<file path="src/rtl/pirq_pkg.sv">
package pirq_pkg;
  localparam int unsigned ADDR_W  = 8;
  localparam int unsigned DATA_W  = 32;
  localparam int unsigned GIE_BIT = 31;

  localparam logic [ADDR_W-1:0] OFS_GIE  = 8'h1C;
  localparam logic [ADDR_W-1:0] OFS_STAT = 8'h20;
  localparam logic [ADDR_W-1:0] OFS_ENA  = 8'h28;
  localparam logic [ADDR_W-1:0] OFS_RST  = 8'h40;

  localparam logic [DATA_W-1:0] RST_KEY = 32'h0000_000A;

  typedef enum logic [2:0] {
    SRC_MODE_FAULT  = 3'd0,
    SRC_SLAVE_FAULT = 3'd1,
    SRC_TX_EMPTY    = 3'd2,
    SRC_TX_UNDER    = 3'd3,
    SRC_RX_FULL     = 3'd4,
    SRC_RX_OVER     = 3'd5
  } src_idx_e;
endpackage

</file>
<file path="src/rtl/pirq_src_bank.sv">
// Latched status and per-source enable bits, one slice per event source.
module pirq_src_bank #(
  parameter int unsigned N_SRC = 6
) (
  input  logic             clk,
  input  logic             rst_n,
  input  logic             clr,
  input  logic [N_SRC-1:0] evt,
  input  logic             stat_wr,
  input  logic             ena_wr,
  input  logic [N_SRC-1:0] wdata,
  output logic [N_SRC-1:0] status_q,
  output logic [N_SRC-1:0] enable_q
);
  for (genvar i = 0; i < N_SRC; i++) begin : g_src
    // Set has priority over write-one-to-clear.
    always_ff @(posedge clk or negedge rst_n) begin
      if (!rst_n)                     status_q[i] <= 1'b0;
      else if (clr)                   status_q[i] <= 1'b0;
      else if (evt[i])                status_q[i] <= 1'b1;
      else if (stat_wr && wdata[i])   status_q[i] <= 1'b0;
    end

    always_ff @(posedge clk or negedge rst_n) begin
      if (!rst_n)       enable_q[i] <= 1'b0;
      else if (clr)     enable_q[i] <= 1'b0;
      else if (ena_wr)  enable_q[i] <= wdata[i];
    end
  end
endmodule

</file>
<file path="src/rtl/pirq_gate.sv">
// Global enable bit and the registered, gated interrupt request.
module pirq_gate #(
  parameter int unsigned N_SRC = 6
) (
  input  logic             clk,
  input  logic             rst_n,
  input  logic             clr,
  input  logic             gie_wr,
  input  logic             gie_wbit,
  input  logic [N_SRC-1:0] status,
  input  logic [N_SRC-1:0] enable,
  output logic             gie_q,
  output logic             irq
);
  logic pending;

  always_comb pending = |(status & enable);

  always_ff @(posedge clk or negedge rst_n) begin
    if (!rst_n)       gie_q <= 1'b0;
    else if (clr)     gie_q <= 1'b0;
    else if (gie_wr)  gie_q <= gie_wbit;
  end

  always_ff @(posedge clk or negedge rst_n) begin
    if (!rst_n) irq <= 1'b0;
    else        irq <= !clr && gie_q && pending;
  end
endmodule

</file>
<file path="src/rtl/pirq_swrst.sv">
// Keyed soft reset: fixed-length pulse to the core plus a local clear.
module pirq_swrst #(
  parameter int unsigned        DATA_W    = 32,
  parameter int unsigned        PULSE_LEN = 16,
  parameter logic [DATA_W-1:0]  KEY       = 32'h0000_000A
) (
  input  logic              clk,
  input  logic              rst_n,
  input  logic              rst_wr,
  input  logic [DATA_W-1:0] wdata,
  output logic              core_rst,
  output logic              soft_clr
);
  localparam int unsigned CNT_W = $clog2(PULSE_LEN + 1);
  localparam logic [CNT_W-1:0] CNT_LOAD = CNT_W'(PULSE_LEN);

  logic [CNT_W-1:0] remain_q;
  logic             key_hit;

  // A key write is taken only when no pulse is already running.
  always_comb key_hit = rst_wr && (wdata == KEY) && (remain_q == '0);
  always_comb core_rst = (remain_q != '0);
  always_comb soft_clr = key_hit || core_rst;

  always_ff @(posedge clk or negedge rst_n) begin
    if (!rst_n)               remain_q <= '0;
    else if (key_hit)         remain_q <= CNT_LOAD;
    else if (remain_q != '0)  remain_q <= remain_q - 1'b1;
  end
endmodule

</file>
<file path="src/rtl/pirq_ctrl.sv">
module pirq_ctrl
  import pirq_pkg::*;
#(
  parameter int unsigned N_SRC     = 6,
  parameter int unsigned PULSE_LEN = 16
) (
  input  logic              clk,
  input  logic              rst_n,
  input  logic              reg_wr,
  input  logic [ADDR_W-1:0] reg_addr,
  input  logic [DATA_W-1:0] reg_wdata,
  output logic [DATA_W-1:0] reg_rdata,
  input  logic [N_SRC-1:0]  evt,
  output logic              irq,
  output logic              core_rst
);
  logic             soft_clr;
  logic [N_SRC-1:0] status_q;
  logic [N_SRC-1:0] enable_q;
  logic             gie_q;
  logic             wr_stat, wr_ena, wr_gie, wr_rst;
  logic             wr_live;

  always_comb begin
    wr_live = reg_wr && !core_rst;
    wr_stat = wr_live && (reg_addr == OFS_STAT);
    wr_ena  = wr_live && (reg_addr == OFS_ENA);
    wr_gie  = wr_live && (reg_addr == OFS_GIE);
    wr_rst  = wr_live && (reg_addr == OFS_RST);
  end

  pirq_swrst #(
    .DATA_W   (DATA_W),
    .PULSE_LEN(PULSE_LEN),
    .KEY      (RST_KEY)
  ) u_swrst (
    .clk     (clk),
    .rst_n   (rst_n),
    .rst_wr  (wr_rst),
    .wdata   (reg_wdata),
    .core_rst(core_rst),
    .soft_clr(soft_clr)
  );

  pirq_src_bank #(.N_SRC(N_SRC)) u_bank (
    .clk     (clk),
    .rst_n   (rst_n),
    .clr     (soft_clr),
    .evt     (evt),
    .stat_wr (wr_stat),
    .ena_wr  (wr_ena),
    .wdata   (reg_wdata[N_SRC-1:0]),
    .status_q(status_q),
    .enable_q(enable_q)
  );

  pirq_gate #(.N_SRC(N_SRC)) u_gate (
    .clk     (clk),
    .rst_n   (rst_n),
    .clr     (soft_clr),
    .gie_wr  (wr_gie),
    .gie_wbit(reg_wdata[GIE_BIT]),
    .status  (status_q),
    .enable  (enable_q),
    .gie_q   (gie_q),
    .irq     (irq)
  );

  always_comb begin
    reg_rdata = '0;
    unique case (reg_addr)
      OFS_GIE:  reg_rdata[GIE_BIT]   = gie_q;
      OFS_STAT: reg_rdata[N_SRC-1:0] = status_q;
      OFS_ENA:  reg_rdata[N_SRC-1:0] = enable_q;
      default:  reg_rdata = '0;
    endcase
  end
endmodule

</file>
<file path="config.mk">
export PLATFORM = sky130hd
export DESIGN_NAME = pirq_ctrl
export DESIGN_NICKNAME = d
export VERILOG_FILES = /design/src/rtl/pirq_pkg.sv /design/src/rtl/pirq_src_bank.sv /design/src/rtl/pirq_gate.sv /design/src/rtl/pirq_swrst.sv /design/src/rtl/pirq_ctrl.sv
export SDC_FILE = /design/constraint.sdc
export NUM_CORES = 1
export LEC_CHECK = 0
export BUFFER_PORTS_ARGS = -buffer_cell sky130_fd_sc_hd__clkbuf_2
export CAP_MARGIN = 20
export CORE_ASPECT_RATIO = 1.5
export CORE_MARGIN = 3
export CORE_UTILIZATION = 39
export CTS_CLUSTER_DIAMETER = 100
export DETAILED_ROUTE_END_ITERATION = 8
export PLACE_DENSITY = 0.77
export SYNTH_ARGS = -nofsm -noshare
export SYNTH_HDL_FRONTEND = slang
export SYNTH_HIERARCHICAL = 1
export SYNTH_SLANG_ARGS = --single-unit
</file>
<file path="constraint.sdc">
create_clock -name clk -period 2.85 [get_ports clk]
set_input_delay 0.4275 -clock clk [delete_from_list [all_inputs] [get_ports clk]]
set_output_delay 0.4275 -clock clk [all_outputs]
set_load 0.05 [all_outputs]
</file>
==> qor.csv, run 1 <==
stage,metric,value,unit
grt,grtUsageMet3,1.52,%
floorplanning,die_h,78.1,µm
cts,clk_path_buf_depth,2,
floorplanning,dieArea,4230,µm²
yosys,syn_area,1350,µm²
drt,routed_via_density,5.06,
floorplanning,ioPinCount,83,
grt,grt_pass1_wl,5050,µm
drt,routed_wl,3490,µm
critical_path,cp.required,3000,ps
placed_design,place_hpwl,2670,µm
grt,grt.overflow.total,0,
drt,vias,1245,
cts,clock_sinks,19,
grt,antenna_found_initial,0,
critical_path,r2r-start,u_swrst/remain_q[0],
timing,finalSetupTns,0,ps
timing,rsz0062_at_grt,no,
placed_design,port_buffers,57,
critical_path,worstPathMaxFanout,5,
floorplanning,initial_core_util,41.6,%
placed_design,place_inst,235,
yosys,synth_top_cell_area_share,35.2,%
yosys,netlist-cell-type-count,34,
cts,clock_latency,260,ps
cells_and_area,fin_util,52.4,%
yosys,yosys_register_bits,19,
cells_and_area,antenna_cells,0,
cells_and_area,layout.cells.non_filler,246,
job,max_cap_violations,0,
yosys,yosys.area.top_type,dfrtp_1,
cells_and_area,final_area,1710,µm²
yosys,synth_flop_cell,dfrtp_1,
timing,finalHoldViolations,0,
yosys,synth_common_cells,"buf_4 (26), dfrtp_1 (19), nor2_1 (17), mux2i_1 (14), inv_1 (12)",
yosys,synth_edf_count,0,
drt,drcViolationCount,0,
drt,firstDrtPassIters,5,
yosys,synthTopCellsByArea,"dfrtp_1 (35%), buf_4 (14%), mux2i_1 (10%), nor2_1 (4.7%), a311oi_1 (4.5%)",
drt,routedWlPerCell,14.2,µm
cts,cts-htree-levels,1,
critical_path,path_class,register to register,
yosys,yosysWarnings,6,
timing,final.min_clock_period,2690,ps
grt,grt_pass1_vias,1216,
cells_and_area,final_layout_size_suffix_gt1_share,41.7,%
yosys,syn_inst,143,
power_and_ir_drop,p_per_area,366,nW/µm²
yosys,ys_async_sr_fraction,100,%
timing,slew_violations,0,
power_and_ir_drop,power.static_leakage,0.864,nW
cells_and_area,n_fill_cell,311,
yosys,syn_avg_cell_area,9.46,µm²
cells_and_area,fin_nets,257,
yosys,ys_seq_area_share,35.2,%
grt,grt_start_max_net_pins,20,
critical_path,reg2reg_depth,11,
cts,clk_pin_slew,70,ps
floorplanning,rows,25,
grt,track_usage,16.3,%
placed_design,place_congestion,0.838,
timing,slew_headroom,57.7,%
hold_path,min_path_type,input port to asynchronous set/reset pin,
cells_and_area,syn_to_final_growth,26.1,%
yosys,yosysMostFrequentCell,buf_4,
drt,drt.antenna.violating_nets,0,
cts,cts_tree,built,
status,status,finished clean,
timing,fin_worst_skew,0.930,ps
critical_path,end_kind,register,
power_and_ir_drop,irDropWorstVdd,0.193,mV
timing,setup_violations,0,
placed_design,dpl_cell_area,1590,µm²
critical_path,cp.arrival,2840,ps
critical_path,r2r_slack,160,ps
cts,clock-root-buffer,clkbuf_8,
grt,grt_most_used_layer,met2,
timing,worst_slew_pin_slew,630,ps
drt,drtIter0Drc,37,
cts,cts_made_buffers,3,
grt,grtUsageMet1,16.9,%
grt,met2_usage,29.6,%
critical_path,r2r-end,u_swrst/remain_q[0],
floorplanning,die_x,54.1,µm
critical_path,cp-start-kind,register,
timing,clock.fmax,0.372,GHz
timing,fin_crit_sh,94.3,%
critical_path,crit_path_start,u_swrst/remain_q[0],
floorplanning,core-area,3250,µm²
[worst max-delay path by stage]
stage,depth (start not counted),slack (ps),to
after floorplan,13,-170,u_bank/status_q[1]
after global placement,12,150,u_bank/status_q[4]
after detailed placement,12,30,u_bank/status_q[2]
after CTS,12,20,u_bank/status_q[2]
after global routing,12,20,u_bank/status_q[1]
final,11,160,u_swrst/remain_q[0]
[cells by family (layout without fill, tap and decap cells)]
family | count (synthesis) | count (layout) | synth area share (%)
adder cells (fa/ha/maj) | 1 | 1 | 0.925
buffers and inverters | 42 | 80 | 20.1
other | 1 | 25 | 0.277
multiplexers | 14 | 14 | 10.4
AND/OR/NAND/NOR | 52 | 53 | 24.8
flip-flops | 19 | 19 | 35.2
AO/OA/AOI/OAI | 14 | 14 | 8.42
[power breakdown]
group          total [mW]  leakage (nW)  switching [mW]  internal [mW]
clock               0.189        0.0255          0.0918         0.0973
sequential          0.280         0.233         0.00477          0.275
combinational       0.155         0.605           0.114         0.0406
total               0.624         0.864           0.211          0.413
[layout make-up]
cell class,instances,area [µm²],share of cell area [%]
Inverter,12,48.8,2.86
Clock inverter,1,5.00,0.293
Tap cell,40,50.0,2.93
Clock buffer,3,41.3,2.42
Timing Repair Buffer,64,338,19.8
Sequential cell,19,475,27.9
Multi-Input combinational cell,107,747,43.8
[repair_timing]
| action | 4_1_cts | 5_1_grt |
|---|---|---|
| setup buffers | 0 | 6 |
| gates resized for setup | 0 | 2 |
| hold buffers | 0 | 0 |
| endpoints found under the setup margin | 0 | 17 |
[layout by cell type (no fill, tap or decap), types with 2 or more instances in the layout]
cell      netlist  layout
nor3_1          8       8
dfrtp_1        19      19
nand2_1         3       2
nor4_1          5       5
mux2i_1        14      14
clkbuf_8        0       3
a311oi_1        7       7
a22oi_1         3       3
buf_4          26       7
conb_1          1      25
clkbuf_2        0      57
nor2_1         17      17
nand4_1         2       2
inv_1          12      10
or3_1           2       2
nor4b_2         1       2
nor4_4          2       2
[metal layers]
layer	part of all wire, %	wire, µm
met5	0	0
met4	4.2	145
met3	5.9	207
met2	54	1880
met1	36	1260
[metrics by stage]
| stage | total power [mW] | hold WS, ps | worst slack, ps |
|---|---|---|---|
| finish | 0.624 | 109 | 162 |
| global route | 0.648 | 139 | 24.1 |
| CTS | 0.627 | 121 | 17.7 |
| detailed placement | 0.437 | 403 | 34.4 |
| global placement | 0.435 | 398 | 146 |
| floorplan | 0.415 | 132 | -171 |
[critical path, stage by stage, from the launching register on]
cell,delay [ps]
dfrtp_1,390
inv_2,70
ha_2,180
or3b_4,400
nor2_4,130
clkinvlp_4,110
nand2b_4,150
nor4_1,130
nor4b_2,230
nand4_1,110
or3_4,460
a21o_2,230
[sequential cells by signal, summed over array words and instances (netlist names)]
| register | flops |
|---|---|
| u_bank/enable_q | 6 |
| u_bank/status_q | 6 |
| u_gate/gie_q | 1 |
| u_gate/irq | 1 |
| u_swrst/remain_q | 5 |
Power figures use the tool's default switching activity.
==> run 2: changes to the inputs <==
- ABC_AREA: default -> 1
- CORE_UTILIZATION: 39 -> 40
- PLACE_DENSITY: 0.77 -> 0.76
==> qor.csv, run 2 <==
stage,metric,value,unit
status,status,finished clean,
critical_path,cp_common_cell,nand2_1,
critical_path,worstPathMaxFanout,9,
critical_path,path_class,register to register,
power_and_ir_drop,power.static_leakage,1.08,nW
timing,rsz0062_at_grt,no,
critical_path,cp-start-kind,register,
timing,fin_crit_sh,85.0,%
timing,slew_violations,0,
power_and_ir_drop,seqPwrFrac,44.9,%
yosys,synthMuxAreaShare,0,%
yosys,yosysWarnings,6,
grt,grt.overflow.total,0,
power_and_ir_drop,p_per_area,358,nW/µm²
floorplanning,initial_core_util,42.6,%
yosys,synth_top_cell_area_share,31.8,%
cells_and_area,layout_common_cells,"nand2_1 (63), clkbuf_2 (57), inv_1 (29)",
cts,clk_pin_slew,70,ps
power_and_ir_drop,swShare,33.9,%
drt,routed_wl,3160,µm
critical_path,worst_path_dominant_cell_family,simple AND/OR/NAND/NOR gates,
timing,worst_slew_pin_slew,562,ps
yosys,yosysMostFrequentCell,nand2_1,
critical_path,critPathSlowestCell,dfrtp_1,
critical_path,end_kind,register,
critical_path,cp.arrival,2570,ps
drt,routed_via_density,4.39,
cts,clock-root-buffer,clkbuf_8,
drt,drt.antenna.violating_nets,0,
yosys,synth_common_cells,"nand2_1 (63), inv_1 (29), buf_4 (25), nand3_1 (24), nor2_1 (22)",
placed_design,dpl_worst_slack,432,ps
floorplanning,die_x,55.9,µm
placed_design,place_congestion,0.780,
placed_design,port_buffers,57,
cells_and_area,antenna_cells,0,
timing,worst_slack,427,ps
cts,cts-htree-levels,1,
yosys,ys_seq_area_share,31.8,%
grt,antenna_found_initial,0,
cells_and_area,syn_to_final_growth,18.3,%
yosys,synth_compound_gate_area_share,4.27,%
drt,routedWlPerCell,9.77,µm
floorplanning,core-area,3510,µm²
critical_path,path_buf_inv,3,
timing,clock.fmax,0.413,GHz
job,max_cap_violations,0,
timing,fin_worst_skew,2.33,ps
timing,finalSetupTns,0,ps
grt,grt_start_max_net_pins,20,
cells_and_area,seq_area,475,µm²
cts,cts_made_buffers,3,
power_and_ir_drop,clockPowerShare,29.1,%
yosys,synth-simple-area-share,40.8,%
cts,cts_setup_buffers,0,
power_and_ir_drop,p_int,418,µW
critical_path,cp.required,3000,ps
yosys,syn_inst,222,
cells_and_area,reg.largest.list,"u_bank/enable_q: 6 flops, u_bank/status_q: 6 flops, u_swrst/remain_q: 5 flops",
cells_and_area,fin_nets,332,
timing,slew_headroom,62.4,%
cts,cts_resized,0,
timing,finalHoldViolations,0,
yosys,synth_top_family_by_area,simple AND/OR/NAND/NOR gates,
hold_path,min_path_type,input port to asynchronous set/reset pin,
yosys,syn_avg_cell_area,6.74,µm²
floorplanning,rows,26,
cts,cts_hold_buf,0,
yosys,synth_edf_count,0,
drt,drtIter0Drc,34,
yosys,ys_async_sr_fraction,100,%
yosys,yosys_register_bits,19,
power_and_ir_drop,switching_power,215,µW
yosys,synthAdderAreaFrac,0.837,%
cells_and_area,multi_input_area,779,µm²
cts,clock_latency,250,ps
yosys,synthTopCellsByArea,"dfrtp_1 (32%), nand2_1 (16%), buf_4 (13%), nand3_1 (8.0%), inv_1 (7.3%)",
power_and_ir_drop,combinationalPowerShare,26.0,%
grt,grt_pass1_vias,1277,
drt,firstDrtPassIters,4,
critical_path,max_stage_delay,380,ps
yosys,syn_area,1500,µm²
yosys,yosys.area.top_type,dfrtp_1,
critical_path,r2r_slack,430,ps
floorplanning,die_h,80.9,µm
yosys,netlist-cell-type-count,23,
cells_and_area,final_layout_size_suffix_gt1_share,29.2,%
cts,clk_path_buf_depth,2,
placed_design,place_hpwl,2780,µm
drt,vias,1419,
cells_and_area,mostFrequentLayoutCell,nand2_1,
floorplanning,dieArea,4520,µm²
yosys,synth_xor_area_share,0,%
grt,grt_pass1_wl,4940,µm
timing,final.min_clock_period,2420,ps
cts,clock_sinks,19,
drt,drcViolationCount,0,
timing,setup_violations,0,
floorplanning,ioPinCount,83,
power_and_ir_drop,irDropWorstVdd,0.223,mV
cells_and_area,n_fill_cell,381,
cts,cts_tree,built,
power_and_ir_drop,p_total,633,µW
grt,track_usage,13.4,%
critical_path,path_cells,"inv_1, ha_1, nand2_2, nor2_4, inv_2, nor2_1, nand2_1, nor2_1, nand2_1, nor2_1, nand2_1, nor2_2, nand3_2, nand2_1, inv_2, nand3_1, nand2_1",
yosys,synth_flop_cell,dfrtp_1,
run 2: cell types whose count changed in the layout (fill, tap and decap cells not counted), sizes merged, moves of 4 or more:
cell	before	now
nand2	4	67
nand3	0	25
inv	11	35
mux2i	14	0
nor2	18	32
a21oi	0	8
nor3	9	1
a311oi	7	0
buf	7	0
nor4	7	0
or3	4	0
run 2: layer usage:
| layer | part of all wire, % | vias up | global-route usage [%] |
|---|---|---|---|
| met4 | 2.0 | 0 | 6.18 |
| met3 | 8.3 | 6 | 1.59 |
| met2 | 54 | 66 | 27.5 |
| li1 | - | 740 | - |
| met1 | 36 | 607 | 13.1 |
| met5 | 0 | - | 0 |
run 2: cell type report:
class                           count  area share [%]
Multi-Input combinational cell    166            44.1
Clock buffer                        4            2.55
Timing Repair Buffer               57            16.1
Tap cell                           42            2.97
Inverter                           35            7.43
Sequential cell                    19            26.9
run 2: worst register-to-register path, stage by stage, from the launching register on:
cell	delay, ps
dfrtp_1	380
inv_1	90
ha_1	210
nand2_2	90
nor2_4	150
inv_2	80
nor2_1	130
nand2_1	70
nor2_1	100
nand2_1	60
nor2_1	80
nand2_1	70
nor2_2	100
nand3_2	120
nand2_1	320
inv_2	120
nand3_1	110
nand2_1	60
run 2: metrics by stage:
step                cells  area [µm²]  hold WS [ps]  utilization, %
floorplan             246        1590           132               -
global placement      319        1720           398            49.1
detailed placement    319        1720           405            49.1
CTS                   323        1770           129            50.4
global route          323        1770           151            50.4
finish                323        1770           120            50.4
run 2: cell families after synthesis:
| family | count (synthesis) |
|---|---|
| other | 1 |
| AND/OR/NAND/NOR | 128 |
| flip-flops | 19 |
| AO/OA/AOI/OAI | 12 |
| adder cells (fa/ha/maj) | 1 |
| buffers and inverters | 61 |
run 2: final timing paths:
check,start,to,cells past startpoint
min in group clk,evt[5],u_bank/status_q[5],3
worst min-delay path,rst_n,u_swrst/remain_q[2],1
max in group asynchronous,rst_n,u_bank/status_q[3],1
worst max register to register,u_swrst/remain_q[0],u_bank/enable_q[4],17
worst max-delay path,u_swrst/remain_q[0],u_bank/enable_q[4],17
worst min register to register,u_bank/enable_q[2],u_bank/enable_q[2],2
run 2: power by group through the flow:
stage          Sequential [mW]  Clock (mW)  Combinational [mW]
2_1_floorplan            0.289           0               0.141
5_1_grt                  0.285       0.204               0.179
6_report                 0.284       0.184               0.164
3_5_place_dp             0.289           0               0.165
4_1_cts                  0.284       0.190               0.165
3_3_place_gp             0.288           0               0.163
==> run 3: changes to the inputs <==
- PLACE_DENSITY: 0.76 -> 0.78
==> qor.csv, run 3 (same netlist as run 2, synthesis figures left out) <==
stage,metric,value,unit
grt,grt_start_max_net_pins,20,
timing,final.min_clock_period,2450,ps
cells_and_area,reg.largest.list,"u_bank/enable_q: 6 flops, u_bank/status_q: 6 flops, u_swrst/remain_q: 5 flops",
hold_path,min_path_type,input port to asynchronous set/reset pin,
timing,setup_violations,0,
cells_and_area,syn_to_final_growth,18.3,%
cells_and_area,mostFrequentLayoutCell,nand2_1,
cells_and_area,multi_input_area,779,µm²
timing,slew_headroom,62.3,%
floorplanning,initial_core_util,42.6,%
timing,fin_crit_sh,85.8,%
grt,grt.overflow.total,0,
drt,routed_via_density,4.41,
critical_path,cp.arrival,2590,ps
floorplanning,die_h,80.9,µm
timing,finalHoldViolations,0,
cts,clock_sinks,19,
cells_and_area,fin_nets,332,
job,max_cap_violations,0,
critical_path,cp.required,2990,ps
cts,clk_pin_slew,70,ps
placed_design,place_congestion,0.795,
power_and_ir_drop,p_per_area,357,nW/µm²
cts,clock-root-buffer,clkbuf_8,
cts,cts_hold_buf,0,
cts,cts_resized,0,
drt,drcViolationCount,0,
cells_and_area,antenna_cells,0,
status,status,finished clean,
cts,clk_path_buf_depth,2,
timing,clock.fmax,0.409,GHz
cts,cts_made_buffers,3,
cells_and_area,seq_area,475,µm²
timing,fin_worst_skew,2.81,ps
cells_and_area,final_layout_size_suffix_gt1_share,29.2,%
floorplanning,dieArea,4520,µm²
critical_path,cp-start-kind,register,
grt,track_usage,13.7,%
critical_path,max_stage_delay,370,ps
cts,clock_latency,250,ps
floorplanning,rows,26,
cts,cts_tree,built,
power_and_ir_drop,irDropWorstVdd,0.228,mV
floorplanning,core-area,3510,µm²
critical_path,worstPathMaxFanout,9,
critical_path,r2r_slack,400,ps
cells_and_area,n_fill_cell,372,
floorplanning,die_x,55.9,µm
critical_path,critPathSlowestCell,dfrtp_1,
placed_design,place_hpwl,2790,µm
critical_path,worst_path_dominant_cell_family,simple AND/OR/NAND/NOR gates,
critical_path,path_class,register to register,
cts,cts-htree-levels,1,
timing,worst_slew_pin_slew,564,ps
drt,routedWlPerCell,9.98,µm
grt,antenna_found_initial,0,
critical_path,end_kind,register,
drt,routed_wl,3230,µm
power_and_ir_drop,power.static_leakage,1.08,nW
timing,rsz0062_at_grt,no,
timing,slew_violations,0,
timing,finalSetupTns,0,ps
grt,grt_pass1_wl,5000,µm
drt,drt.antenna.violating_nets,0,
cts,cts_setup_buffers,0,
drt,drtIter0Drc,31,
placed_design,port_buffers,57,
critical_path,path_buf_inv,3,
power_and_ir_drop,p_total,632,µW
floorplanning,ioPinCount,83,
drt,vias,1424,
critical_path,path_cells,"inv_1, ha_1, nand2_2, nor2_4, inv_2, nor2_1, nand2_1, nor2_1, nand2_1, nor2_1, nand2_1, nor2_2, nand3_2, nand2_1, inv_2, nand3_1, nand2_1",
drt,firstDrtPassIters,5,
critical_path,cp_common_cell,nand2_1,
cells_and_area,layout_common_cells,"nand2_1 (63), clkbuf_2 (57), inv_1 (29)",
grt,grt_pass1_vias,1270,
-- run 3: cell counts in the layout (fill, tap and decap cells not counted) --
Identical to the previous run, type by type.
-- run 3: worst reg2reg max path, delay by kind of cell (launching register included) --
kind	cells	cell delay, ps
buffers and inverters	3	310
flip-flops	1	370
adder cells (fa/ha/maj)	1	220
AND/OR/NAND/NOR	13	1450
-- run 3: final timing paths --
| path | start | to | depth (start not counted) |
|---|---|---|---|
| min in group clk | evt[1] | u_bank/status_q[1] | 3 |
| worst min-delay path | rst_n | u_swrst/remain_q[1] | 1 |
| worst min register to register | u_swrst/remain_q[0] | u_swrst/remain_q[0] | 2 |
| worst max-delay path | u_swrst/remain_q[0] | u_bank/enable_q[4] | 17 |
| worst max register to register | u_swrst/remain_q[0] | u_bank/enable_q[4] | 17 |
| max in group asynchronous | rst_n | u_gate/irq | 1 |
-- run 3: per-layer routing --
metal,share of wire (%),up-vias,track usage (%)
li1,-,740,-
met1,36,623,13.4
met2,56,59,28.6
met3,6.8,2,1.59
met4,0.96,0,5.70
met5,0,-,0
-- run 3: cell type report --
class | count | share of cell area (%)
Multi-Input combinational cell | 166 | 44.1
Inverter | 35 | 7.43
Sequential cell | 19 | 26.9
Tap cell | 42 | 2.97
Clock buffer | 4 | 2.55
Timing Repair Buffer | 57 | 16.1
-- run 3: stage by stage --
step	area (µm²)	hold WS, ps	cells	utilization (%)	setup slack (ps)
floorplan	1590	132	246	-	697
global placement	1720	398	319	49.1	535
detailed placement	1720	405	319	49.1	413
CTS	1770	132	323	50.4	388
global route	1770	150	323	50.4	64.3
finish	1770	124	323	50.4	404
-- run 3: power breakdown --
group	leakage (nW)	internal, mW	switching [mW]
combinational	0.825	0.0410	0.123
sequential	0.233	0.278	0.00594
clock	0.0228	0.0992	0.0852
